### config.mk
export PLATFORM = sky130hd
export DESIGN_NAME = fault_irq_hub
export DESIGN_NICKNAME = d
export VERILOG_FILES = /design/src/rtl/fault_hub_pkg.sv /design/src/rtl/fault_sticky_bank.sv /design/src/rtl/fault_prio_encoder.sv /design/src/rtl/fault_reg_read.sv /design/src/rtl/fault_irq_hub.sv
export SDC_FILE = /design/constraint.sdc
export NUM_CORES = 1
export LEC_CHECK = 0
export ABC_AREA = 1
export BUFFER_PORTS_ARGS = -buffer_cell sky130_fd_sc_hd__buf_2
export CAP_MARGIN = 25
export CORE_MARGIN = 4
export CORE_UTILIZATION = 49
export CTS_CLUSTER_SIZE = 28
export DETAILED_ROUTE_END_ITERATION = 10
export PLACE_DENSITY_LB_ADDON = 0.25
export SLEW_MARGIN = 20
export SYNTH_ARGS = -nofsm -noshare
export SYNTH_HDL_FRONTEND = slang
export SYNTH_SLANG_ARGS = --single-unit
### constraint.sdc
create_clock -name clk -period 7.3 [get_ports clk]
set_clock_uncertainty 0.2 [all_clocks]
set_input_delay 1.46 -clock clk [delete_from_list [all_inputs] [get_ports clk]]
set_output_delay 1.46 -clock clk [all_outputs]
set_load 0.005 [all_outputs]
### src/rtl/fault_hub_pkg.sv
package fault_hub_pkg;
  localparam int unsigned GRP_CNT = 3;

  typedef enum logic [2:0] {
    SEL_ST0  = 3'd0,
    SEL_ST1  = 3'd1,
    SEL_STC  = 3'd2,
    SEL_IRQ  = 3'd3,
    SEL_IDX  = 3'd4,
    SEL_NONE = 3'd7
  } rd_sel_e;

  // Byte address to register selection; word-aligned only.
  function automatic rd_sel_e map_word(input logic [31:0] byte_addr);
    rd_sel_e s;
    if (byte_addr[1:0] != 2'b00) begin
      s = SEL_NONE;
    end else begin
      case (byte_addr[31:2])
        30'd0:   s = SEL_ST0;
        30'd1:   s = SEL_ST1;
        30'd2:   s = SEL_STC;
        30'd3:   s = SEL_IRQ;
        30'd4:   s = SEL_IDX;
        default: s = SEL_NONE;
      endcase
    end
    return s;
  endfunction
endpackage

### src/rtl/fault_sticky_bank.sv
module fault_sticky_bank #(
  parameter int unsigned W = 32
) (
  input  logic         clk,
  input  logic         rst_n,
  input  logic [W-1:0] set_i,
  input  logic [W-1:0] clr_i,
  output logic [W-1:0] status_o,
  output logic         any_o
);
  logic [W-1:0] status_q;
  logic [W-1:0] status_d;

  // Set dominates clear.
  always_comb status_d = (status_q & ~clr_i) | set_i;

  always_ff @(posedge clk or negedge rst_n) begin
    if (!rst_n) status_q <= '0;
    else        status_q <= status_d;
  end

  assign status_o = status_q;
  assign any_o    = |status_q;


  set_sticks_chk: assert property (@(posedge clk) disable iff (!rst_n)
    1'b1 |=> ((status_q & $past(set_i)) == $past(set_i)));


  no_spurious_set_chk: assert property (@(posedge clk) disable iff (!rst_n)
    1'b1 |=> ((status_q & ~$past(status_q) & ~$past(set_i)) == '0));


  clear_only_by_mask_chk: assert property (@(posedge clk) disable iff (!rst_n)
    1'b1 |=> ((~status_q & $past(status_q) & ~$past(clr_i)) == '0));
endmodule

### src/rtl/fault_prio_encoder.sv
module fault_prio_encoder #(
  parameter int unsigned VEC_W = 96,
  parameter int unsigned IDX_W = $clog2(VEC_W)
) (
  input  logic             clk,
  input  logic             rst_n,
  input  logic [VEC_W-1:0] vec_i,
  output logic [IDX_W-1:0] idx_o,
  output logic             hit_o
);
  // Lowest set position wins; empty vector yields 0.
  function automatic logic [IDX_W-1:0] first_set(input logic [VEC_W-1:0] v);
    logic [IDX_W-1:0] r;
    r = '0;
    for (int i = VEC_W - 1; i >= 0; i--) begin
      if (v[i]) r = IDX_W'(i);
    end
    return r;
  endfunction

  always_comb begin
    idx_o = first_set(vec_i);
    hit_o = |vec_i;
  end


  winner_is_set_chk: assert property (@(posedge clk) disable iff (!rst_n)
    hit_o |-> vec_i[idx_o]);


  nothing_below_chk: assert property (@(posedge clk) disable iff (!rst_n)
    hit_o |-> ((vec_i & ((VEC_W'(1) << idx_o) - VEC_W'(1))) == '0));


  empty_reads_zero_chk: assert property (@(posedge clk) disable iff (!rst_n)
    !hit_o |-> (idx_o == '0));
endmodule

### src/rtl/fault_reg_read.sv
module fault_reg_read
  import fault_hub_pkg::*;
#(
  parameter int unsigned GRP_W  = 32,
  parameter int unsigned ADDR_W = 5,
  parameter int unsigned IDX_W  = 7
) (
  input  logic                       clk,
  input  logic                       rst_n,
  input  logic [ADDR_W-1:0]          rd_addr,
  input  logic [GRP_CNT*GRP_W-1:0]   status_i,
  input  logic [GRP_CNT-1:0]         grp_irq_i,
  input  logic [IDX_W-1:0]           idx_i,
  output logic [GRP_W-1:0]           rd_data
);
  rd_sel_e rd_sel;

  always_comb begin
    rd_sel  = map_word(32'(rd_addr));
    rd_data = '0;
    case (rd_sel)
      SEL_ST0: rd_data = status_i[0 +: GRP_W];
      SEL_ST1: rd_data = status_i[GRP_W +: GRP_W];
      SEL_STC: rd_data = status_i[2*GRP_W +: GRP_W];
      SEL_IRQ: rd_data[GRP_CNT-1:0] = grp_irq_i;
      SEL_IDX: rd_data[IDX_W-1:0] = idx_i;
      default: rd_data = '0;
    endcase
  end


  unmapped_zero_chk: assert property (@(posedge clk) disable iff (!rst_n)
    (rd_sel == SEL_NONE) |-> (rd_data == '0));


  irq_upper_zero_chk: assert property (@(posedge clk) disable iff (!rst_n)
    (rd_sel == SEL_IRQ) |-> ((rd_data >> GRP_CNT) == '0));
endmodule

### src/rtl/fault_irq_hub.sv
module fault_irq_hub
  import fault_hub_pkg::*;
#(
  parameter int unsigned GRP_W  = 32,
  parameter int unsigned ADDR_W = 5,
  localparam int unsigned VEC_W = GRP_CNT * GRP_W,
  localparam int unsigned IDX_W = $clog2(VEC_W)
) (
  input  logic              clk,
  input  logic              rst_n,
  input  logic [VEC_W-1:0]  fault_evt,
  input  logic              wr_en,
  input  logic [ADDR_W-1:0] wr_addr,
  input  logic [GRP_W-1:0]  wr_data,
  input  logic [ADDR_W-1:0] rd_addr,
  output logic [GRP_W-1:0]  rd_data,
  output logic [GRP_CNT-1:0] grp_irq,
  output logic              cpu_irq,
  output logic [IDX_W-1:0]  fault_idx
);
  logic [VEC_W-1:0] status_all;
  logic [VEC_W-1:0] clr_all;
  logic             enc_hit;
  rd_sel_e          wr_sel;

  always_comb wr_sel = map_word(32'(wr_addr));

  for (genvar g = 0; g < GRP_CNT; g++) begin : g_bank
    assign clr_all[g*GRP_W +: GRP_W] =
      (wr_en && (wr_sel == rd_sel_e'(3'(g)))) ? wr_data : '0;

    fault_sticky_bank #(.W(GRP_W)) u_bank (
      .clk      (clk),
      .rst_n    (rst_n),
      .set_i    (fault_evt[g*GRP_W +: GRP_W]),
      .clr_i    (clr_all[g*GRP_W +: GRP_W]),
      .status_o (status_all[g*GRP_W +: GRP_W]),
      .any_o    (grp_irq[g])
    );
  end

  assign cpu_irq = |grp_irq;

  fault_prio_encoder #(.VEC_W(VEC_W), .IDX_W(IDX_W)) u_enc (
    .clk   (clk),
    .rst_n (rst_n),
    .vec_i (status_all),
    .idx_o (fault_idx),
    .hit_o (enc_hit)
  );

  fault_reg_read #(.GRP_W(GRP_W), .ADDR_W(ADDR_W), .IDX_W(IDX_W)) u_rd (
    .clk       (clk),
    .rst_n     (rst_n),
    .rd_addr   (rd_addr),
    .status_i  (status_all),
    .grp_irq_i (grp_irq),
    .idx_i     (fault_idx),
    .rd_data   (rd_data)
  );


  cpu_matches_encoder_chk: assert property (@(posedge clk) disable iff (!rst_n)
    cpu_irq == enc_hit);


  stray_write_harmless_chk: assert property (@(posedge clk) disable iff (!rst_n)
    (wr_en && (wr_sel == SEL_IRQ || wr_sel == SEL_IDX || wr_sel == SEL_NONE))
      |=> ((status_all & $past(status_all)) == $past(status_all)));


  grp0_matches_words_chk: assert property (@(posedge clk) disable iff (!rst_n)
    grp_irq[0] == (status_all[GRP_W-1:0] != '0));
endmodule

==> results.txt <==
The run finished, with violations left. The checks that failed: setup timing. In this design, the stage delay of the slowest critical-path cell is 0.38 ns. Synthesis instantiated 28 different standard cells from the library. The net count of the finished layout came out at 1131.

The die is 118 µm wide. The run gives 0 as the total count of hold-check failures in the final report. Counting stages on the worst path, the most repeated cell is sky130_fd_sc_hd__nand2_1. The portion of the clock cycle consumed by the worst path in the final layout was 1.04; the number of buffers on the longest clock path was 2. Number of flip-flops in the largest register: 96. The logs give 0 for the residual DRC count and 0 for the Yosys warning count. Synthesis produced 805 cells. Area fraction in and, or, nand and nor cells after synthesis: 0.250.

The xor-xnor portion of the synthesized cell area was 0; the initial core utilization was 0.500. Max-cap violations in this run came to 0. Counting I/O delays and the setup requirement, the final critical path takes 7.59 ns. The total overflow left after global routing is 0. The run gives 5767 as the via count of the first global-routing pass. The die footprint was 0.0140 mm². For the final-report max-slew violation count, the log shows 0. Global-route met1 utilization: 0.328. The worst setup path is captured at an output port. Port buffering added 183 buffers.

At the later pin of the worst-skew pair, clock insertion delay measures 0.33 ns. The H-tree was split into 3 levels. The placement-stage worst setup slack is 0.0822 ns. The floorplan step set the die height to 118 µm. The HPWL after detailed placement is 13500 µm. The share of cells above drive strength 1 came out at 0.240. The static leakage is 4.13 nW.

STA classifies the critical path startpoint as a flop. The tools report the antenna diode count as 0. Once layout is complete, the cells apart from fillers number 1141. For the worst setup path, the data arrival time is 5.93 ns. For the last weighted congestion value of the routability-driven placer, the log shows 0.851. Pin placement for this block handled 184 I/O pins.

Setup repair after global routing could not meet its margin everywhere. The area growth from synthesis to layout is 23.2%. Across the whole layout, storage elements account for 0.00240 mm². The share of synthesized registers carrying an async set or reset is 1.00, and the total iterations of the first detailed-routing run is 5. The clock net in this run drives a total of 96 sinks. The fmax is 0.132 GHz. The global-route total usage across every layer is 0.246. For the row count, the log shows 40. The adder-cell share of the synthesized area is 0. The top fanout value on the critical path came out at 2. The total area inside the core boundary comes to 0.0120 mm².

The tightest slew margin relative to the limit is 0.464. Synthesis inferred 96 register bits. The first global-routing pass estimated 27800 µm of wire.

Summing all multi-input logic gate instances after layout gives 0.00265 mm². Dividing total power by cell area gives a power density of 147 mW/mm². The logs give 0.402 for the post-synthesis sequential area ratio and 311 for the number of violations reported at the end of detailed-routing iteration 0.

Met2 demand-to-capacity share in global routing: 0.414. The pin count of the biggest net entering global routing was 56. The number of placed cells counting well taps is 1122, and the routed length per placed instance is 15.1 µm. Hold repair after CTS inserted 0 buffers. The share of synthesized area spent on multiplexers was 0; the required time of the critical path was 5.64 ns. The worst-case IR drop observed on VDD is 82.2 µV.

The CTS buffer count came out at 9. The number of synthesized flops with an enable pin works out to 0. TritonCTS built the clock tree.

The combinational family with the most area after synthesis is simple AND/OR/NAND/NOR gates. Primary flip-flop cell chosen by synthesis mapping: sky130_fd_sc_hd__dfrtp_1. The tools report the routing usage on met3 as 0.0368. Across all layers, the routed design uses 5803 vias. The cell area that synthesis handed to floorplanning was 0.00598 mm². The total wire length after detailed routing is 17200 µm.

The tools report the final worst setup slack as -0.293 ns. The final-report setup violation count is 2. For the pin with the worst max-slew slack, the measured transition is 0.803 ns. For the layout filler cell count, the log shows 1121.

Clock root buffer: sky130_fd_sc_hd__clkbuf_16. Most used routing layer: met2. The largest individual stage delay along the critical path comes from the cell sky130_fd_sc_hd__dfrtp_1. In this run the mean area of a mapped cell was 7.42 µm². By startpoint and endpoint, the worst setup path is classified as flop to output port. The worst hold path belongs to the class flop to flop. The routed via count divided by cell count is 5.09. The number of nets handed over by synthesis was 946.

Clock-pin slew of the registers on the worst-case setup and hold paths: 0.07 ns. The tools report the initial antenna violation count as 0. The fraction of the mapped netlist area in compound gates works out to 0.192. The tools report the residual antenna-violating net count after detailed routing as 0.
==> timing repair <==
item	in CTS	in global routing
resized for setup	0	4
endpoints found under the setup margin	2	2
pin swaps	0	1
setup buffers	2	1
==> layer usage <==
metal,vias to the layer above,part of all wire
met4,0,0.018
met2,208,0.48
li1,2897,-
met5,-,0
met3,24,0.059
met1,2674,0.44
==> worst max-delay path, delay by kind of cell (launching register included) <==
family | cells | cell delay [ns]
buffers and inverters | 2 | 0.18
DFF | 1 | 0.38
and+or+nand+nor | 96 | 5.02
==> where the power goes <==
part / internal (mW) / switching (mW)
clock: 0.247 / 0.194
sequential: 0.536 / 0.00251
combinational: 0.0515 / 0.0487
==> synth_stat cells, drive strengths merged (2+ instances only) <==
library cell | number | area share
a31oi | 5 | 0.0052
nand2 | 205 | 0.13
inv | 119 | 0.075
buf | 3 | 0.0038
bufinv | 21 | 0.062
nor3 | 4 | 0.0033
o21bai | 97 | 0.12
o221ai | 25 | 0.037
a21oi | 4 | 0.0033
o211ai | 3 | 0.0038
nor2 | 171 | 0.11
clkbuf | 17 | 0.012
o22ai | 3 | 0.0031
nand3 | 8 | 0.0067
a211oi | 2 | 0.0025
o2111ai | 3 | 0.0044
clkinv | 7 | 0.0044
o21ai | 4 | 0.0033
dfrtp | 96 | 0.40
nor4 | 2 | 0.0021
==> layout make-up <==
cell class              instances  share of cell area
clock buffers                  12              0.0348
flip-flops and latches         96               0.326
multi-input cells             542               0.360
clock inverters                 3             0.00238
well taps                     147              0.0250
repair buffers                194               0.137
inverters                     147               0.114
==> layout by cell type, fill, tap and decap left out, types with 4 or more instances in the layout <==
master	n
sky130_fd_sc_hd__a31oi_1	5
sky130_fd_sc_hd__buf_2	182
sky130_fd_sc_hd__buf_4	11
sky130_fd_sc_hd__bufinv_8	21
sky130_fd_sc_hd__clkbuf_16	9
sky130_fd_sc_hd__clkinv_1	7
sky130_fd_sc_hd__dfrtp_1	96
sky130_fd_sc_hd__inv_1	114
sky130_fd_sc_hd__inv_2	5
sky130_fd_sc_hd__nand2_1	202
sky130_fd_sc_hd__nand3_1	8
sky130_fd_sc_hd__nor2_1	170
sky130_fd_sc_hd__nor3_1	4
sky130_fd_sc_hd__o21ai_0	4
sky130_fd_sc_hd__o21bai_1	97
sky130_fd_sc_hd__o221ai_1	25
==> worst paths after layout <==
kind                                          startpoint                            end  slack (ns)  cells past startpoint
max                        g_bank[2].u_bank.status_o[30]                     rd_data[0]       -0.29                     98
min                        g_bank[2].u_bank.status_o[20]  g_bank[2].u_bank.status_o[20]        0.36                      2
max reg2reg                g_bank[2].u_bank.status_o[30]  g_bank[2].u_bank.status_o[30]        6.26                      4
min reg2reg                g_bank[2].u_bank.status_o[20]  g_bank[2].u_bank.status_o[20]        0.36                      2
max in group asynchronous                          rst_n  g_bank[2].u_bank.status_o[17]        4.90                      2
min in group asynchronous                          rst_n   g_bank[0].u_bank.status_o[0]        0.90                      1
==> stage by stage <==
step	hold WS [ns]	TNS [ns]	total power, mW	util	instance area (µm²)
floorplan	0.315	0	0.585	-	5980
global placement	0.339	0	0.648	0.588	7040
detailed placement	0.349	0	0.648	0.588	7040
CTS	0.363	-0.650	1.09	0.613	7330
global route	0.389	-2.10	1.12	0.615	7360
finish	0.362	-0.525	1.08	0.615	7360
==> cells by family after synthesis <==
logic type             count (synthesis)
AOI/OAI and AO/OA                    151
buffers and inverters                167
DFF                                   96
and+or+nand+nor                      391
Power figures use the tool's default switching activity.
